$ cat src/rtl/ibl_pkg.sv
`timescale 1ns/1ps
package ibl_pkg;
    localparam int DATA_W = 8;
    localparam int ADDR_W = 5;
    localparam int CMD_W  = 7;
    localparam int GRP_W  = CMD_W - ADDR_W;

    localparam logic [ADDR_W-1:0] RSV_ADDR   = '1;
    localparam logic [GRP_W-1:0]  GRP_LISTEN = 2'b01;
    localparam logic [GRP_W-1:0]  GRP_TALK   = 2'b10;

    localparam logic [CMD_W-1:0] CMD_GTL = 7'h01;
    localparam logic [CMD_W-1:0] CMD_SDC = 7'h04;
    localparam logic [CMD_W-1:0] CMD_GET = 7'h08;
    localparam logic [CMD_W-1:0] CMD_LLO = 7'h11;
    localparam logic [CMD_W-1:0] CMD_DCL = 7'h14;
    localparam logic [CMD_W-1:0] CMD_SPE = 7'h18;
    localparam logic [CMD_W-1:0] CMD_SPD = 7'h19;
    localparam logic [CMD_W-1:0] CMD_UNL = 7'h3F;

    typedef enum logic [1:0] {
        ACC_OFF   = 2'd0,
        ACC_WAIT  = 2'd1,
        ACC_READY = 2'd2,
        ACC_HOLD  = 2'd3
    } acc_state_t;
endpackage

$ cat src/rtl/ibl_sync.sv
`timescale 1ns/1ps
module ibl_sync #(
    parameter int              W       = 1,
    parameter int              STAGES  = 2,
    parameter logic [W-1:0]    RST_VAL = '0
) (
    input  logic         clk,
    input  logic         rst_n,
    input  logic [W-1:0] d,
    output logic [W-1:0] q
);
    logic [W-1:0] pipe [STAGES];

    for (genvar s = 0; s < STAGES; s++) begin : g_stage
        if (s == 0) begin : g_first
            always_ff @(posedge clk or negedge rst_n) begin
                if (!rst_n) pipe[0] <= RST_VAL;
                else        pipe[0] <= d;
            end
        end else begin : g_next
            always_ff @(posedge clk or negedge rst_n) begin
                if (!rst_n) pipe[s] <= RST_VAL;
                else        pipe[s] <= pipe[s-1];
            end
        end
    end

    assign q = pipe[STAGES-1];
endmodule

$ cat src/rtl/ibl_acceptor.sv
`timescale 1ns/1ps
module ibl_acceptor
    import ibl_pkg::*;
(
    input  logic              clk,
    input  logic              rst_n,
    input  logic              active,
    input  logic              ready,
    input  logic              dav_s,
    input  logic              atn_s,
    input  logic [DATA_W-1:0] data_n_s,
    output logic              nrfd_pull,
    output logic              ndac_pull,
    output logic              byte_stb,
    output logic              byte_atn,
    output logic [DATA_W-1:0] byte_q
);
    acc_state_t state_q, state_d;

    always_comb begin
        state_d = state_q;
        unique case (state_q)
            ACC_OFF:   if (active) state_d = ACC_WAIT;
            ACC_WAIT: begin
                if (!active)               state_d = ACC_OFF;
                else if (ready && !dav_s)  state_d = ACC_READY;
            end
            ACC_READY: begin
                if (!active)      state_d = ACC_OFF;
                else if (dav_s)   state_d = ACC_HOLD;
                else if (!ready)  state_d = ACC_WAIT;
            end
            ACC_HOLD:  if (!dav_s) state_d = active ? ACC_WAIT : ACC_OFF;
            default:   state_d = ACC_OFF;
        endcase
    end

    always_ff @(posedge clk or negedge rst_n) begin
        if (!rst_n) state_q <= ACC_OFF;
        else        state_q <= state_d;
    end

    always_comb begin
        nrfd_pull = 1'b0;
        ndac_pull = 1'b0;
        unique case (state_q)
            ACC_OFF:   begin nrfd_pull = 1'b0; ndac_pull = 1'b0; end
            ACC_WAIT:  begin nrfd_pull = 1'b1; ndac_pull = 1'b1; end
            ACC_READY: begin nrfd_pull = 1'b0; ndac_pull = 1'b1; end
            ACC_HOLD:  begin nrfd_pull = 1'b1; ndac_pull = 1'b0; end
            default:   begin nrfd_pull = 1'b0; ndac_pull = 1'b0; end
        endcase
    end

    always_ff @(posedge clk or negedge rst_n) begin
        if (!rst_n) begin
            byte_stb <= 1'b0;
            byte_atn <= 1'b0;
            byte_q   <= '0;
        end else begin
            byte_stb <= 1'b0;
            if (state_q == ACC_READY && active && dav_s) begin
                byte_stb <= 1'b1;
                byte_atn <= atn_s;
                byte_q   <= ~data_n_s;
            end
        end
    end
endmodule

$ cat src/rtl/ibl_decoder.sv
`timescale 1ns/1ps
module ibl_decoder
    import ibl_pkg::*;
(
    input  logic              clk,
    input  logic              rst_n,
    input  logic              role_clr_n,
    input  logic [ADDR_W-1:0] own_addr,
    input  logic              ren_s,
    input  logic              byte_stb,
    input  logic              byte_atn,
    input  logic [DATA_W-1:0] byte_q,
    output logic              lstn,
    output logic              tlkr,
    output logic              remote,
    output logic              lockout,
    output logic              spoll,
    output logic              clr_pulse,
    output logic              trig_pulse,
    output logic              rx_vld,
    output logic [DATA_W-1:0] rx_data
);
    logic [CMD_W-1:0] cmd;
    logic is_cmd, addr_ok, hit_listen, hit_talk, other_talk, unlisten;
    logic llo_armed;

    always_comb begin
        cmd        = byte_q[CMD_W-1:0];
        is_cmd     = byte_stb && byte_atn;
        addr_ok    = (own_addr != RSV_ADDR);
        hit_listen = is_cmd && addr_ok && (cmd == {GRP_LISTEN, own_addr});
        hit_talk   = is_cmd && addr_ok && (cmd == {GRP_TALK, own_addr});
        other_talk = is_cmd && (cmd[CMD_W-1:ADDR_W] == GRP_TALK) && !hit_talk;
        unlisten   = is_cmd && (cmd == CMD_UNL);
    end

    always_ff @(posedge clk or negedge role_clr_n) begin
        if (!role_clr_n) begin
            lstn <= 1'b0;
            tlkr <= 1'b0;
        end else if (hit_listen) begin
            lstn <= 1'b1;
            tlkr <= 1'b0;
        end else if (hit_talk) begin
            tlkr <= 1'b1;
            lstn <= 1'b0;
        end else begin
            if (unlisten)   lstn <= 1'b0;
            if (other_talk) tlkr <= 1'b0;
        end
    end

    always_ff @(posedge clk or negedge rst_n) begin
        if (!rst_n) begin
            remote    <= 1'b0;
            lockout   <= 1'b0;
            llo_armed <= 1'b0;
        end else if (!ren_s) begin
            remote    <= 1'b0;
            lockout   <= 1'b0;
            llo_armed <= 1'b0;
        end else if (is_cmd) begin
            if (hit_listen) begin
                remote <= 1'b1;
                if (llo_armed) lockout <= 1'b1;
            end
            if (cmd == CMD_GTL && lstn) remote <= 1'b0;
            if (cmd == CMD_LLO) llo_armed <= 1'b1;
        end
    end

    always_ff @(posedge clk or negedge rst_n) begin
        if (!rst_n) begin
            spoll      <= 1'b0;
            clr_pulse  <= 1'b0;
            trig_pulse <= 1'b0;
            rx_vld     <= 1'b0;
            rx_data    <= '0;
        end else begin
            if (is_cmd && cmd == CMD_SPE) spoll <= 1'b1;
            if (is_cmd && cmd == CMD_SPD) spoll <= 1'b0;
            clr_pulse  <= is_cmd && (cmd == CMD_DCL || (cmd == CMD_SDC && lstn));
            trig_pulse <= is_cmd && cmd == CMD_GET && lstn;
            rx_vld     <= byte_stb && !byte_atn && lstn;
            if (byte_stb && !byte_atn) rx_data <= byte_q;
        end
    end
endmodule

$ cat src/rtl/instr_bus_listener.sv
`timescale 1ns/1ps
module instr_bus_listener
    import ibl_pkg::*;
#(
    parameter int SYNC_STAGES = 2
) (
    input  logic              clk,
    input  logic              rst_n,
    input  logic [DATA_W-1:0] bus_dio_n,
    input  logic              bus_dav_n,
    input  logic              bus_atn_n,
    input  logic              bus_ifc_n,
    input  logic              bus_ren_n,
    input  logic [ADDR_W-1:0] own_addr,
    input  logic              accept_rdy,
    input  logic              svc_req,
    input  logic [DATA_W-2:0] dev_status,
    output logic              nrfd_pull,
    output logic              ndac_pull,
    output logic [DATA_W-1:0] rx_data,
    output logic              rx_vld,
    output logic              is_listener,
    output logic              is_talker,
    output logic              remote_mode,
    output logic              local_lockout,
    output logic              spoll_mode,
    output logic [DATA_W-1:0] talk_byte,
    output logic              talk_vld,
    output logic              dev_clr_pulse,
    output logic              trig_pulse
);
    localparam int SW = DATA_W + 3;

    logic [SW-1:0]     sync_q;
    logic [DATA_W-1:0] data_n_s;
    logic dav_s, atn_s, ren_s;
    logic acc_active, acc_ready, role_clr_n;
    logic byte_stb, byte_atn;
    logic [DATA_W-1:0] byte_q;

    ibl_sync #(.W(SW), .STAGES(SYNC_STAGES), .RST_VAL({SW{1'b1}})) u_sync (
        .clk   (clk),
        .rst_n (rst_n),
        .d     ({bus_dio_n, bus_dav_n, bus_atn_n, bus_ren_n}),
        .q     (sync_q)
    );

    assign data_n_s   = sync_q[SW-1:3];
    assign dav_s      = !sync_q[2];
    assign atn_s      = !sync_q[1];
    assign ren_s      = !sync_q[0];
    assign acc_active = atn_s || is_listener;
    assign acc_ready  = atn_s || accept_rdy;
    assign role_clr_n = rst_n && bus_ifc_n;

    ibl_acceptor u_acc (
        .clk       (clk),
        .rst_n     (rst_n),
        .active    (acc_active),
        .ready     (acc_ready),
        .dav_s     (dav_s),
        .atn_s     (atn_s),
        .data_n_s  (data_n_s),
        .nrfd_pull (nrfd_pull),
        .ndac_pull (ndac_pull),
        .byte_stb  (byte_stb),
        .byte_atn  (byte_atn),
        .byte_q    (byte_q)
    );

    ibl_decoder u_dec (
        .clk        (clk),
        .rst_n      (rst_n),
        .role_clr_n (role_clr_n),
        .own_addr   (own_addr),
        .ren_s      (ren_s),
        .byte_stb   (byte_stb),
        .byte_atn   (byte_atn),
        .byte_q     (byte_q),
        .lstn       (is_listener),
        .tlkr       (is_talker),
        .remote     (remote_mode),
        .lockout    (local_lockout),
        .spoll      (spoll_mode),
        .clr_pulse  (dev_clr_pulse),
        .trig_pulse (trig_pulse),
        .rx_vld     (rx_vld),
        .rx_data    (rx_data)
    );

    assign talk_vld  = is_talker && spoll_mode;
    assign talk_byte = {dev_status[DATA_W-2], svc_req, dev_status[DATA_W-3:0]};
endmodule

$ cat config.mk
export PLATFORM = sky130hd
export DESIGN_NAME = instr_bus_listener
export DESIGN_NICKNAME = d
export VERILOG_FILES = /design/src/rtl/ibl_pkg.sv /design/src/rtl/ibl_sync.sv /design/src/rtl/ibl_acceptor.sv /design/src/rtl/ibl_decoder.sv /design/src/rtl/instr_bus_listener.sv
export SDC_FILE = /design/constraint.sdc
export NUM_CORES = 1
export LEC_CHECK = 0
export BUFFER_PORTS_ARGS = -buffer_cell sky130_fd_sc_hd__buf_2
export CORE_ASPECT_RATIO = 1.75
export CORE_MARGIN = 3
export CORE_UTILIZATION = 47
export DETAILED_ROUTE_END_ITERATION = 10
export PLACE_DENSITY = 0.75
export SYNTH_ARGS = -nofsm -noshare
export SYNTH_HDL_FRONTEND = slang
export SYNTH_SLANG_ARGS = --single-unit
export TNS_END_PERCENT = 30
$ cat constraint.sdc
create_clock -name clk -period 1.4 [get_ports clk]
set_input_delay 0.21 -clock clk [delete_from_list [all_inputs] [get_ports clk]]
set_output_delay 0.21 -clock clk [all_outputs]
set_load 0.005 [all_outputs]
# --- Word-level counts from Yosys, hierarchy flattened ---
# Index checks and enable logic that the tools add are counted.
# W data, S select, Z words.
word_totals:
  elab_cells: 112
  latchBits: 0
  input_bits: 28
  mem_bits_rw: 0
  register_bits: 51
  rom_bits: 0
  n_memories: 0
classes:
  n_reduce_logical: 45
  div: 0
  mux: 31
  add_sub_neg: 0
  shift: 0
  bitwise: 1
  n_lt_le_gt_ge: 0
  n_eq_ne: 19
  n_mul: 0
op_table:
  columns: ["operator", "n"]
  rows:
  - ["$eq A7 B5 Y1 const B", 4]
  - ["$logic_and A1 B1 Y1", 21]
  - ["$mux W1", 21]
  - ["$mux W2", 7]
  - ["$reduce_bool A2 Y1", 5]
  - ["$reduce_bool A3 Y1", 3]
  - ["$not A8 Y8", 1]
  - ["$pmux W2 S4", 1]
  - ["$reduce_or A2 Y1", 4]
  - ["$eq A7 B1 Y1 const B", 1]
  - ["$eq A7 B3 Y1 const B", 1]
  - ["$eq A7 B4 Y1 const B", 1]
  - ["$eq A7 B6 Y1", 1]
  - ["$eq A7 B6 Y1 const B", 1]
  - ["$eq A7 B7 Y1", 1]
  - ["$eq A2 B2 Y1 const B", 3]
  - ["$ne A5 B5 Y1 const B", 1]
  - ["$logic_not A1 Y1", 4]
  - ["$ne A4 B4 Y1 const B", 1]
  - ["$pmux W1 S2", 2]
  - ["$reduce_and A2 Y1", 2]
  - ["$reduce_and A4 Y1", 1]
  - ["$logic_or A1 B1 Y1", 3]
  - ["$ne A3 B3 Y1 const B", 1]
  - ["other kinds (5)", 5]

# --- Longest topological paths before layout ---
# Gate-level depths: netlist of the first run.
depth:
  word_depth: 8
  mapped_depth: 6
  mapped_depth_nobuf: 6

# --- Hierarchy ---
# Synthesis of the first run repeated with hierarchy kept, for this count alone.
unflattened:
  cells_unflattened: 181
  area_unflattened_um2: 2188.3
by_module_without_submodules:
  columns: ["module", "area_each_um2", "instances", "seq_area_each_um2", "cells_per_inst"]
  rows:
  - ["ibl_decoder", 854.6, 1, 425.4, 77]
  - ["ibl_sync", 660.6, 1, 578.1, 33]
  - ["ibl_acceptor", 576.8, 1, 300.3, 56]
  - ["instr_bus_listener", 96.3, 1, 0.0, 15]

# --- Least setup slack after synthesis of the first run ---
# Ideal clock, no wire load.
synth_timing:
  kind: "flip-flop to flip-flop"
  start: "register u_acc.state_q[1]"
  end: "register u_acc.state_q[1]"
  path_stages_with_launch: 6
  required_ps: 1272
  t_arrival_ps: 1320
  path_buffers: 0
  period_less_slack_ps: 1447
  path_slack_ps: -47
  path_cell_list: "dfrtp_1 > inv_1 > ha_1 > a22o_1 > nor3_2 > mux2_1"
synth_via:
  elab_chain_len: 3
synth_lines:
  columns: ["element", "line", "source"]
  rows:
  - ["start: declaration", "ibl_acceptor.sv:18", "acc_state_t state_q, state_d;"]
  - ["start signal: assignment", "ibl_acceptor.sv:40", "else state_q <= state_d;"]
  - ["$eq A2 B2 Y1 (tied with other cells)", "ibl_acceptor.sv:22", "unique case (state_q)"]
  - ["$ne A4 B4 Y1 (no line) (tied with other cells)", null, null]
  - ["$reduce_and A4 Y1 (no line)", null, null]
# Several ways; a longest one is shown, not always the timed one.
# A chain may end at the register's enable or synchronous reset.

# --- Worst setup path after layout of the first run ---
layout_timing:
  start: "register u_sync.pipe, in the netlist u_sync.q[2]"
  end: "register u_acc.state_q[1]"
layout_via:
  elab_chain_len: 3
layout_lines:
  columns: ["element", "line", "source"]
  rows:
  - ["start: declaration", "ibl_sync.sv:12", "logic [W-1:0] pipe [STAGES];"]
  - ["start signal: indexed assignment", "ibl_sync.sv:23", "else pipe[s] <= pipe[s-1];"]
  - ["$mux W2 or $logic_and A1 B1 Y1 (tied branches)", "ibl_acceptor.sv:30, ibl_acceptor.sv:26", null]
  - ["$mux W2 or $ne A3 B3 Y1 (tied branches)", null, null]
  - ["$pmux W2 S4 or $reduce_and A4 Y1 (tied branches)", null, null]
# Several ways; a longest one is shown, not always the timed one.

==> results.cfg, run 1 <==
[layout]
drive_above_1_share_pct = 54.70
area.growth.synth_to_final_pct = 34.21
stdcell_count = 283
fillCellCount = 317
n_antenna_cell = 0
nets = 265

[min_path]
min_path_type = input port to asynchronous set/reset pin

[critical_path]
critPathMaxStageDelay_ns = 0.55
worst-setup-path-type = register to register
path_cells = inv_1 > o211a_1 > nor3_4 > mux2_1
start_kind = register
worst_setup_path_end_kind = register
worstPathRequired_ns = 1.60
cp_max_fo = 3
cp.arrival_ns = 1.78
crit_slowest_cell = dfstp_2

[detailed_routing]
wl_per_cell_um = 15.49
drtIter0Drc = 34
wl_um = 4384
num_vias = 1453
drt-pass1-iter-count = 4
ant_nets = 0
vias_per_cell = 5.134
drc = 0

[yosys]
synth_top_area_share_pct = 34.63
yosys_warnings = 0
syn_area_um2 = 2096
syn_area_per_cell_um2 = 12.78
yosysSeqAreaShare_pct = 62.21
synth_most_common_cell = dfrtp_1
syn_inst = 164
synth_edf_count = 0
yosysUniqueCellTypes = 42
yosys_register_bits = 51
synthArstFlopShare_pct = 100.0
synth.area.top_cells = dfrtp_1 (35%), dfstp_2 (28%), mux2_2 (4.3%)
ys.flop_type = dfrtp_1
syn_nets = 196
netlist_top_cells_count = dfrtp_1 (29), dfstp_2 (22), nand2_1 (14)
synth_area_leader_cell = dfrtp_1

[placement]
gp_congestion = 0.8010
dp.cells = 253
hpwl_um = 2753
port_buffers = 38

[sta]
fmax_mhz = 632.8
fin_skew_ns = 0.008110
slew_violations = 0
final.period_utilization_pct = 112.9
tightest_slew_ns = 0.4919
fin_setup_tns_ns = -0.5706
setup_ws_ns = -0.1803
period_minus_slack_ns = 1.580
finalHoldViolCount = 0
setup_viol = 6
hold-worst-slack_ns = 0.3211
slew_headroom_pct = 67.20
rsz0062_at_grt = yes

[clock_tree]
cts_num_sinks = 51
cts_buffer_depth = 2
cts.reportedPaths.clkPinSlew_ns = 0.09
htree_levels = 2
cts_tree = done
root_buffer = clkbuf_8
cts_inserted_buffers = 5
clock_latency_ns = 0.31

[grt]
track_usage_pct = 16.95
grt_remaining_overflow = 0
grt_pass1_vias = 1558
antenna_found_initial = 0
grt_pass1_wl_um = 6872
grt_max_degree = 39

[power]
ir_drop_mv = 1.532
power_mw = 4.769
p_leak_nw = 1.334
cellPowerDensity_nw_per_um2 = 1696

[floorplanning]
core.rowCount = 31
core_area_um2 = 4228
start_util_pct = 49.57
top_level_ports = 55
die_h_um = 94.34
die_w_um = 56.48
dieArea_um2 = 5328

[status]
status = finished with violations
violations = setup timing

[flow_run]
drv_cap = 0
==> cell type report <==
type / count / area, µm² / share of cell area (%)
clock buffers: 6 / 72.57 / 2.580
clock inverters: 2 / 15.01 / 0.5338
inverters: 8 / 35.03 / 1.246
multi-input cells: 89 / 760.7 / 27.05
flip-flops and latches: 51 / 1306 / 46.44
well taps: 49 / 61.31 / 2.180
repair buffers: 78 / 561.8 / 19.97
==> cell families after synthesis <==
kind of cell	after synthesis	share of synthesized area [%]
AND/OR/NAND/NOR	44	12.24
flip-flops	51	62.21
AO/OA/AOI/OAI	26	9.015
buffers and inverters	24	6.746
multiplexers	10	5.314
XOR/XNOR	5	2.089
adder cells (fa/ha/maj)	4	2.388
==> repair_timing <==
action / in CTS / in global routing
gates resized for setup: 15 / 13
setup buffers: 4 / 4
pin swaps: 2 / 1
cloned: 0 / 1
hold endpoints to repair: 22 / 0
endpoints found under the setup margin: 7 / 18
hold buffers: 13 / 0
==> critical path: cells and delay by family, from the launching register on <==
kind | cells | cell delay, ns
compound gates | 1 | 0.29
buf+inv | 1 | 0.08
flops | 1 | 0.55
simple gates | 1 | 0.22
mux | 1 | 0.33
==> layer usage <==
metal | global-route usage, % | vias up | routed length [µm]
li1 | - | 689 | -
met1 | 16.47 | 695 | 1460
met5 | 0 | - | 0
met4 | 8.515 | 0 | 153
met3 | 4.104 | 14 | 239
met2 | 32.24 | 55 | 2531
==> power by group <==
| group | total, mW | switching, mW | internal (mW) |
|---|---|---|---|
| Clock | 0.857 | 0.496 | 0.361 |
| Combinational | 1.85 | 0.831 | 1.01 |
| Sequential | 2.07 | 0.266 | 1.80 |
==> path summary, 6_finish.rpt <==
| kind | from | to | slack, ns | cells past startpoint |
|---|---|---|---|---|
| min | rst_n | u_dec.spoll | 0.32 | 2 |
| max in group asynchronous | rst_n | u_sync.pipe[21] | 0.52 | 3 |
| min reg2reg | u_sync.pipe[15] | u_sync.q[4] | 0.35 | 0 |
| max reg2reg | u_sync.q[2] | u_acc.state_q[1] | -0.18 | 4 |
| min in group clk | own_addr[1] | u_dec.remote | 0.34 | 4 |
| max | u_sync.q[2] | u_acc.state_q[1] | -0.18 | 4 |
==> per-stage QoR <==
step,setup WS (ns),utilization (%),cell area (µm²)
2_1_floorplan,-0.04745,-,2096
3_3_place_gp,-0.07560,56.38,2384
3_5_place_dp,-0.1637,56.38,2384
4_1_cts,-0.1956,63.72,2694
5_1_grt,-0.2346,66.53,2813
6_report,-0.1803,66.53,2813
==> sequential cells by signal, summed over array words and instances, names as in the netlist, 2 cells and up <==
| signal | flops |
|---|---|
| u_sync.q | 11 |
| u_sync.pipe | 11 |
| u_acc.byte_q | 8 |
| u_dec.rx_data | 8 |
| u_acc.state_q | 2 |
==> placed cells by master (no fill, tap or decap), types with 5 or more instances in the layout <==
cell,n
dfrtp_1,27
o21ai_0,9
buf_4,23
buf_2,37
mux2_2,8
dfstp_2,22
clkbuf_8,5
dlygate4sd3_1,13
inv_1,6
nand2_1,13
nor2_1,5
(Power assumes the default switching activity.)
==> run 2, diff against run 1 <==
--- a/config.mk
+++ b/config.mk
@@ -10,6 +10,7 @@
 export CORE_MARGIN = 3
 export CORE_UTILIZATION = 47
 export DETAILED_ROUTE_END_ITERATION = 10
+export GPL_TIMING_DRIVEN = 0
 export PLACE_DENSITY = 0.75
 export SYNTH_ARGS = -nofsm -noshare
 export SYNTH_HDL_FRONTEND = slang
==> run 2 against run 1 <==
Against the previous run:
- the run still ends with setup timing left
- register-to-register slack improved by 0.06 ns
- first-iteration DRC count decreased by 24%
- total power shrank 6.5%
- count of clock-buffer cells in the layout is the same
- clock skew increased by 0.0075 ns
- final cell count is 2.1% higher
- via count is 2.2% higher
- hold slack got worse by 0.24 ns
- core utilization fell by 1.3 points
- non-clock buffer count up 6
- die area unchanged
- design area shrank 2.0%
==> results.cfg, run 2 (same netlist as run 1, synthesis figures left out) <==
[sta]
slew_violations = 0
final.period_utilization_pct = 108.5
slew_headroom_pct = 29.71
finalHoldViolCount = 0
period_minus_slack_ns = 1.519
fmax_mhz = 658.5
tightest_slew_ns = 1.054
rsz0062_at_grt = yes
setup_ws_ns = -0.1187
fin_skew_ns = 0.01561
setup_viol = 8

[clock_tree]
cts.reportedPaths.clkPinSlew_ns = 0.09
cts_tree = done
root_buffer = clkbuf_8
cts_num_sinks = 51
cts_buffer_depth = 2
cts_inserted_buffers = 5
clock_latency_ns = 0.31
htree_levels = 2

[power]
cellPowerDensity_nw_per_um2 = 1617
combPwrFrac_pct = 36.1
p_leak_nw = 1.332
ir_drop_mv = 1.326
p_int_mw = 3.006
switchingPower_mw = 1.454
p_sw_share_pct = 32.60
seqPwrFrac_pct = 45.6
p_clk_share_pct = 18.4

[flow_run]
drv_cap = 0

[detailed_routing]
wl_um = 4107
wl_per_cell_um = 14.21
drc = 0
drtIter0Drc = 26
drt-pass1-iter-count = 4
vias_per_cell = 5.138
ant_nets = 0
num_vias = 1485

[placement]
hpwl_um = 2791
dp.cells = 259
postPlaceCellArea_um2 = 2387
port_buffers = 46
gp_congestion = 0.7888

[grt]
grt_max_degree = 51
grt_remaining_overflow = 0
grt_pass1_vias = 1525
track_usage_pct = 16.37
antenna_found_initial = 0
grt_pass1_wl_um = 6699

[critical_path]
worst-setup-path-type = register to register
worst-r2r-cell-count = 4
cp.arrival_ns = 1.70
crit_slowest_cell = dfstp_2
reg2reg_slack_ns = -0.12
worstPathRequired_ns = 1.58
cp_max_fo = 3
r2r-start = u_sync.q[2]
start_kind = register
r2r_end = u_acc.state_q[1]
path_cells = inv_2 > o211a_1 > nor3_2 > mux2_1
worst_setup_path_end_kind = register
critPathMaxStageDelay_ns = 0.54

[layout]
layout_commonest_cell = buf_2
n_antenna_cell = 0
stdcell_count = 289
final_cell_mix = buf_2 (47), dfrtp_1 (25), dfstp_2 (22)
drive_above_1_share_pct = 57.50
area.growth.synth_to_final_pct = 31.58
nets = 271
final_area_um2 = 2758

[status]
violations = setup timing
status = finished with violations

[floorplanning]
core_area_um2 = 4228
dieArea_um2 = 5328
core.rowCount = 31
top_level_ports = 55
start_util_pct = 49.57
die_h_um = 94.34
die_w_um = 56.48

[min_path]
min_path_type = input port to asynchronous set/reset pin
run 2: timing repair:
action,4_1_cts,5_1_grt
gates cloned,0,0
buffers inserted,9,3
hold buffers,12,0
pin swaps,6,2
hold endpoints to repair,13,0
gates resized for setup,17,9
setup endpoints to repair,17,19
run 2: layout make-up:
class / instances / area (µm²)
multi-input combinational: 89 / 716.9
buffer: 14 / 103.9
timing repair buffer: 70 / 450.4
clock buffer: 6 / 72.57
sequential: 51 / 1309
tap: 49 / 61.31
inverter: 8 / 30.03
fill: 337 / 1470
clock inverter: 2 / 13.76
run 2: how the worst max path moves through the flow:
stage,startpoint,endpoint,slack [ns],cells after the start
after floorplan,u_acc.state_q[1],u_acc.state_q[1],-0.05,5
after global placement,u_acc.state_q[1],u_acc.state_q[1],-0.14,5
after detailed placement,u_acc.state_q[1],u_acc.state_q[1],-0.19,5
after CTS,u_sync.q[2],u_acc.state_q[1],-0.11,4
after global routing,u_acc.state_q[0],u_acc.state_q[1],-0.18,6
final,u_sync.q[2],u_acc.state_q[1],-0.12,4
run 2: layer usage:
metal | vias to the layer above | global-route usage [%] | wire (µm) | part of all wire (%)
met4 | 0 | 7.129 | 92 | 2.2
li1 | 694 | - | - | -
met3 | 10 | 3.557 | 214 | 5.2
met2 | 51 | 32.72 | 2425 | 59
met1 | 730 | 15.20 | 1374 | 33
met5 | - | 0 | 0 | 0
run 2: metrics by stage:
step | util [%] | power, mW | setup TNS, ns | setup WS (ns) | hold slack (ns)
floorplan | - | 2.890 | -0.04745 | -0.04745 | -0.08559
global placement | 56.47 | 3.288 | -0.4048 | -0.1443 | 0.1036
detailed placement | 56.47 | 3.356 | -0.5761 | -0.1880 | 0.1117
CTS | 64.07 | 4.405 | -0.6107 | -0.1120 | 0.1169
global route | 65.23 | 4.728 | -1.465 | -0.1822 | 0.1679
finish | 65.23 | 4.459 | -0.4130 | -0.1187 | 0.08116
run 2: critical path, delay by kind of cell (launching register included):
family	cells	cell delay, ns
AO/OA/AOI/OAI	1	0.25
buffers and inverters	1	0.05
flip-flops	1	0.54
multiplexers	1	0.34
AND/OR/NAND/NOR	1	0.22
run 2: power by group through the flow:
stage               Sequential, mW  Combinational, mW  Clock (mW)
global placement              2.01               1.28           0
global route                  2.07               1.76       0.896
detailed placement            2.03               1.33           0
floorplan                     1.99              0.901           0
CTS                           1.99               1.57       0.845
finish                        2.03               1.61       0.818
==> run 3, diff against run 2 <==
--- a/config.mk
+++ b/config.mk
@@ -11,7 +11,7 @@
 export CORE_UTILIZATION = 47
 export DETAILED_ROUTE_END_ITERATION = 10
 export GPL_TIMING_DRIVEN = 0
-export PLACE_DENSITY = 0.75
+export PLACE_DENSITY = 0.76
 export SYNTH_ARGS = -nofsm -noshare
 export SYNTH_HDL_FRONTEND = slang
 export SYNTH_SLANG_ARGS = --single-unit
==> run 3 against run 2 <==
Against the previous run:
- the flow still finishes with violations (setup timing)
- first-iteration DRC count is 15% lower
- combinational power grew 29%
- hold slack got worse by 0.069 ns
- flip-flop and latch count unchanged
- count of clock-buffer cells in the layout is 1 higher
- critical path depth unchanged
- core utilization rose by 3.6 points
- design area increased by 5.5%
- via count down 0.61%
- final cell count up 1.7%
- largest cell class unchanged
- highest routed layer unchanged
==> results.cfg, run 3 (same netlist as run 1, synthesis figures left out) <==
[layout]
seqCellArea_um2 = 1309
drive_above_1_share_pct = 61.22
stdcell_count = 294
final_util_pct = 68.84
fillCellCount = 319
area.growth.synth_to_final_pct = 38.87
multiInputGateArea_um2 = 818.3
nets = 276
final_cell_mix = buf_2 (47), dfrtp_1 (25), buf_4 (24)
n_antenna_cell = 0
layout_commonest_cell = buf_2

[floorplanning]
dieArea_um2 = 5328
core_area_um2 = 4228
die_h_um = 94.34
die_w_um = 56.48
start_util_pct = 49.57
top_level_ports = 55
core.rowCount = 31

[sta]
slew_headroom_pct = 29.70
tightest_slew_ns = 1.055
setup_ws_ns = -0.2009
final.period_utilization_pct = 114.4
fin_skew_ns = 0.01146
finalHoldViolCount = 0
setup_viol = 7
fin_setup_tns_ns = -0.7787
period_minus_slack_ns = 1.601
rsz0062_at_grt = yes
slew_violations = 0
fmax_mhz = 624.6

[clock_tree]
cts_buffer_depth = 2
cts_inserted_buffers = 5
cts_num_sinks = 51
cts_tree = done
root_buffer = clkbuf_8
htree_levels = 2
cts.reportedPaths.clkPinSlew_ns = 0.08
clock_latency_ns = 0.30

[critical_path]
cp.arrival_ns = 1.78
worst-path-buf-inv = 0
reg2reg_slack_ns = -0.20
cp_max_fo = 5
worst_setup_path_end_kind = register
r2r-start = u_sync.q[1]
path_cells = nand2b_1 > o211a_4 > nor3_4 > mux2_4
worst-r2r-cell-count = 4
crit_family = flip-flops
critPathMaxStageDelay_ns = 0.60
crit_slowest_cell = dfstp_2
r2r_end = u_acc.state_q[1]
worst-setup-path-type = register to register
worstPathRequired_ns = 1.58
start_kind = register

[placement]
dp.cells = 259
port_buffers = 46
gp_congestion = 0.7826
hpwl_um = 2661

[grt]
grt_pass1_vias = 1473
grt_max_degree = 51
track_usage_pct = 15.77
grt_pass1_wl_um = 6396
antenna_found_initial = 0
grt_remaining_overflow = 0

[detailed_routing]
wl_per_cell_um = 14.12
wl_um = 4152
drtIter0Drc = 22
ant_nets = 0
drt-pass1-iter-count = 5
num_vias = 1476
drc = 0
vias_per_cell = 5.020

[min_path]
min-delay-start = bus_atn_n
holdPathStages = 1
min_to = u_sync.pipe[12]
min_path_type = input port to register

[status]
status = finished with violations
violations = setup timing

[power]
cellPowerDensity_nw_per_um2 = 1690
p_leak_nw = 1.379
ir_drop_mv = 1.241

[flow_run]
drv_cap = 0
## run 3: cell type report
class | instances | share of cell area (%)
Buffer | 16 | 4.170
Inverter | 8 | 1.118
Clock buffer | 7 | 2.966
Tap cell | 49 | 2.107
Sequential cell | 51 | 44.97
Timing Repair Buffer | 73 | 16.38
Clock inverter | 1 | 0.1720
Multi-Input combinational cell | 89 | 28.12
## run 3: worst register-to-register path: cells and delay by family, from the launching register on
family / cells / cell delay (ns)
flip-flops: 1 / 0.60
AO/OA/AOI/OAI: 1 / 0.20
AND/OR/NAND/NOR: 2 / 0.38
multiplexers: 1 / 0.32
## run 3: power by group
part | leakage, nW | total, mW | switching [mW] | internal [mW]
clock | 0.0482 | 0.829 | 0.430 | 0.399
combinational | 0.729 | 2.07 | 0.929 | 1.14
sequential | 0.602 | 2.02 | 0.216 | 1.80
## run 3: per-layer routing
metal	wire, µm	share of wire [%]	GRT usage, %	up-vias
li1	-	-	-	707
met1	1391	34	15.48	704
met2	2415	58	30.12	54
met3	222	5.3	3.146	11
met4	123	3.0	8.317	0
met5	0	0	0	-
## run 3: what timing repair did
item                                   4_1_cts  5_1_grt
resized for setup                           19       25
setup buffers                                8        9
hold buffers                                11        0
endpoints found under the hold margin       12        0
setup endpoints to repair                    9       19
pin swaps                                    9        8
## run 3: worst max path at each step
stage | start | depth (start not counted) | slack [ns] | endpoint
2_1_floorplan | u_acc.state_q[1] | 5 | -0.05 | u_acc.state_q[1]
3_3_place_gp | u_acc.state_q[1] | 5 | -0.16 | u_acc.state_q[1]
3_5_place_dp | u_acc.state_q[1] | 5 | -0.20 | u_acc.state_q[1]
4_1_cts | u_acc.state_q[0] | 5 | -0.14 | u_acc.state_q[1]
5_1_grt | u_sync.q[1] | 4 | -0.23 | u_acc.state_q[1]
6_report | u_sync.q[1] | 4 | -0.20 | u_acc.state_q[1]
## run 3: stage by stage
stage	hold slack [ns]	cell area [µm²]	setup slack [ns]	power (mW)
3_3_place_gp	0.1047	2387	-0.1555	3.283
2_1_floorplan	-0.08559	2096	-0.04745	2.890
3_5_place_dp	0.1063	2387	-0.2047	3.337
5_1_grt	0.0009531	2910	-0.2286	5.224
4_1_cts	0.003579	2719	-0.1404	4.516
6_report	0.01173	2910	-0.2009	4.918
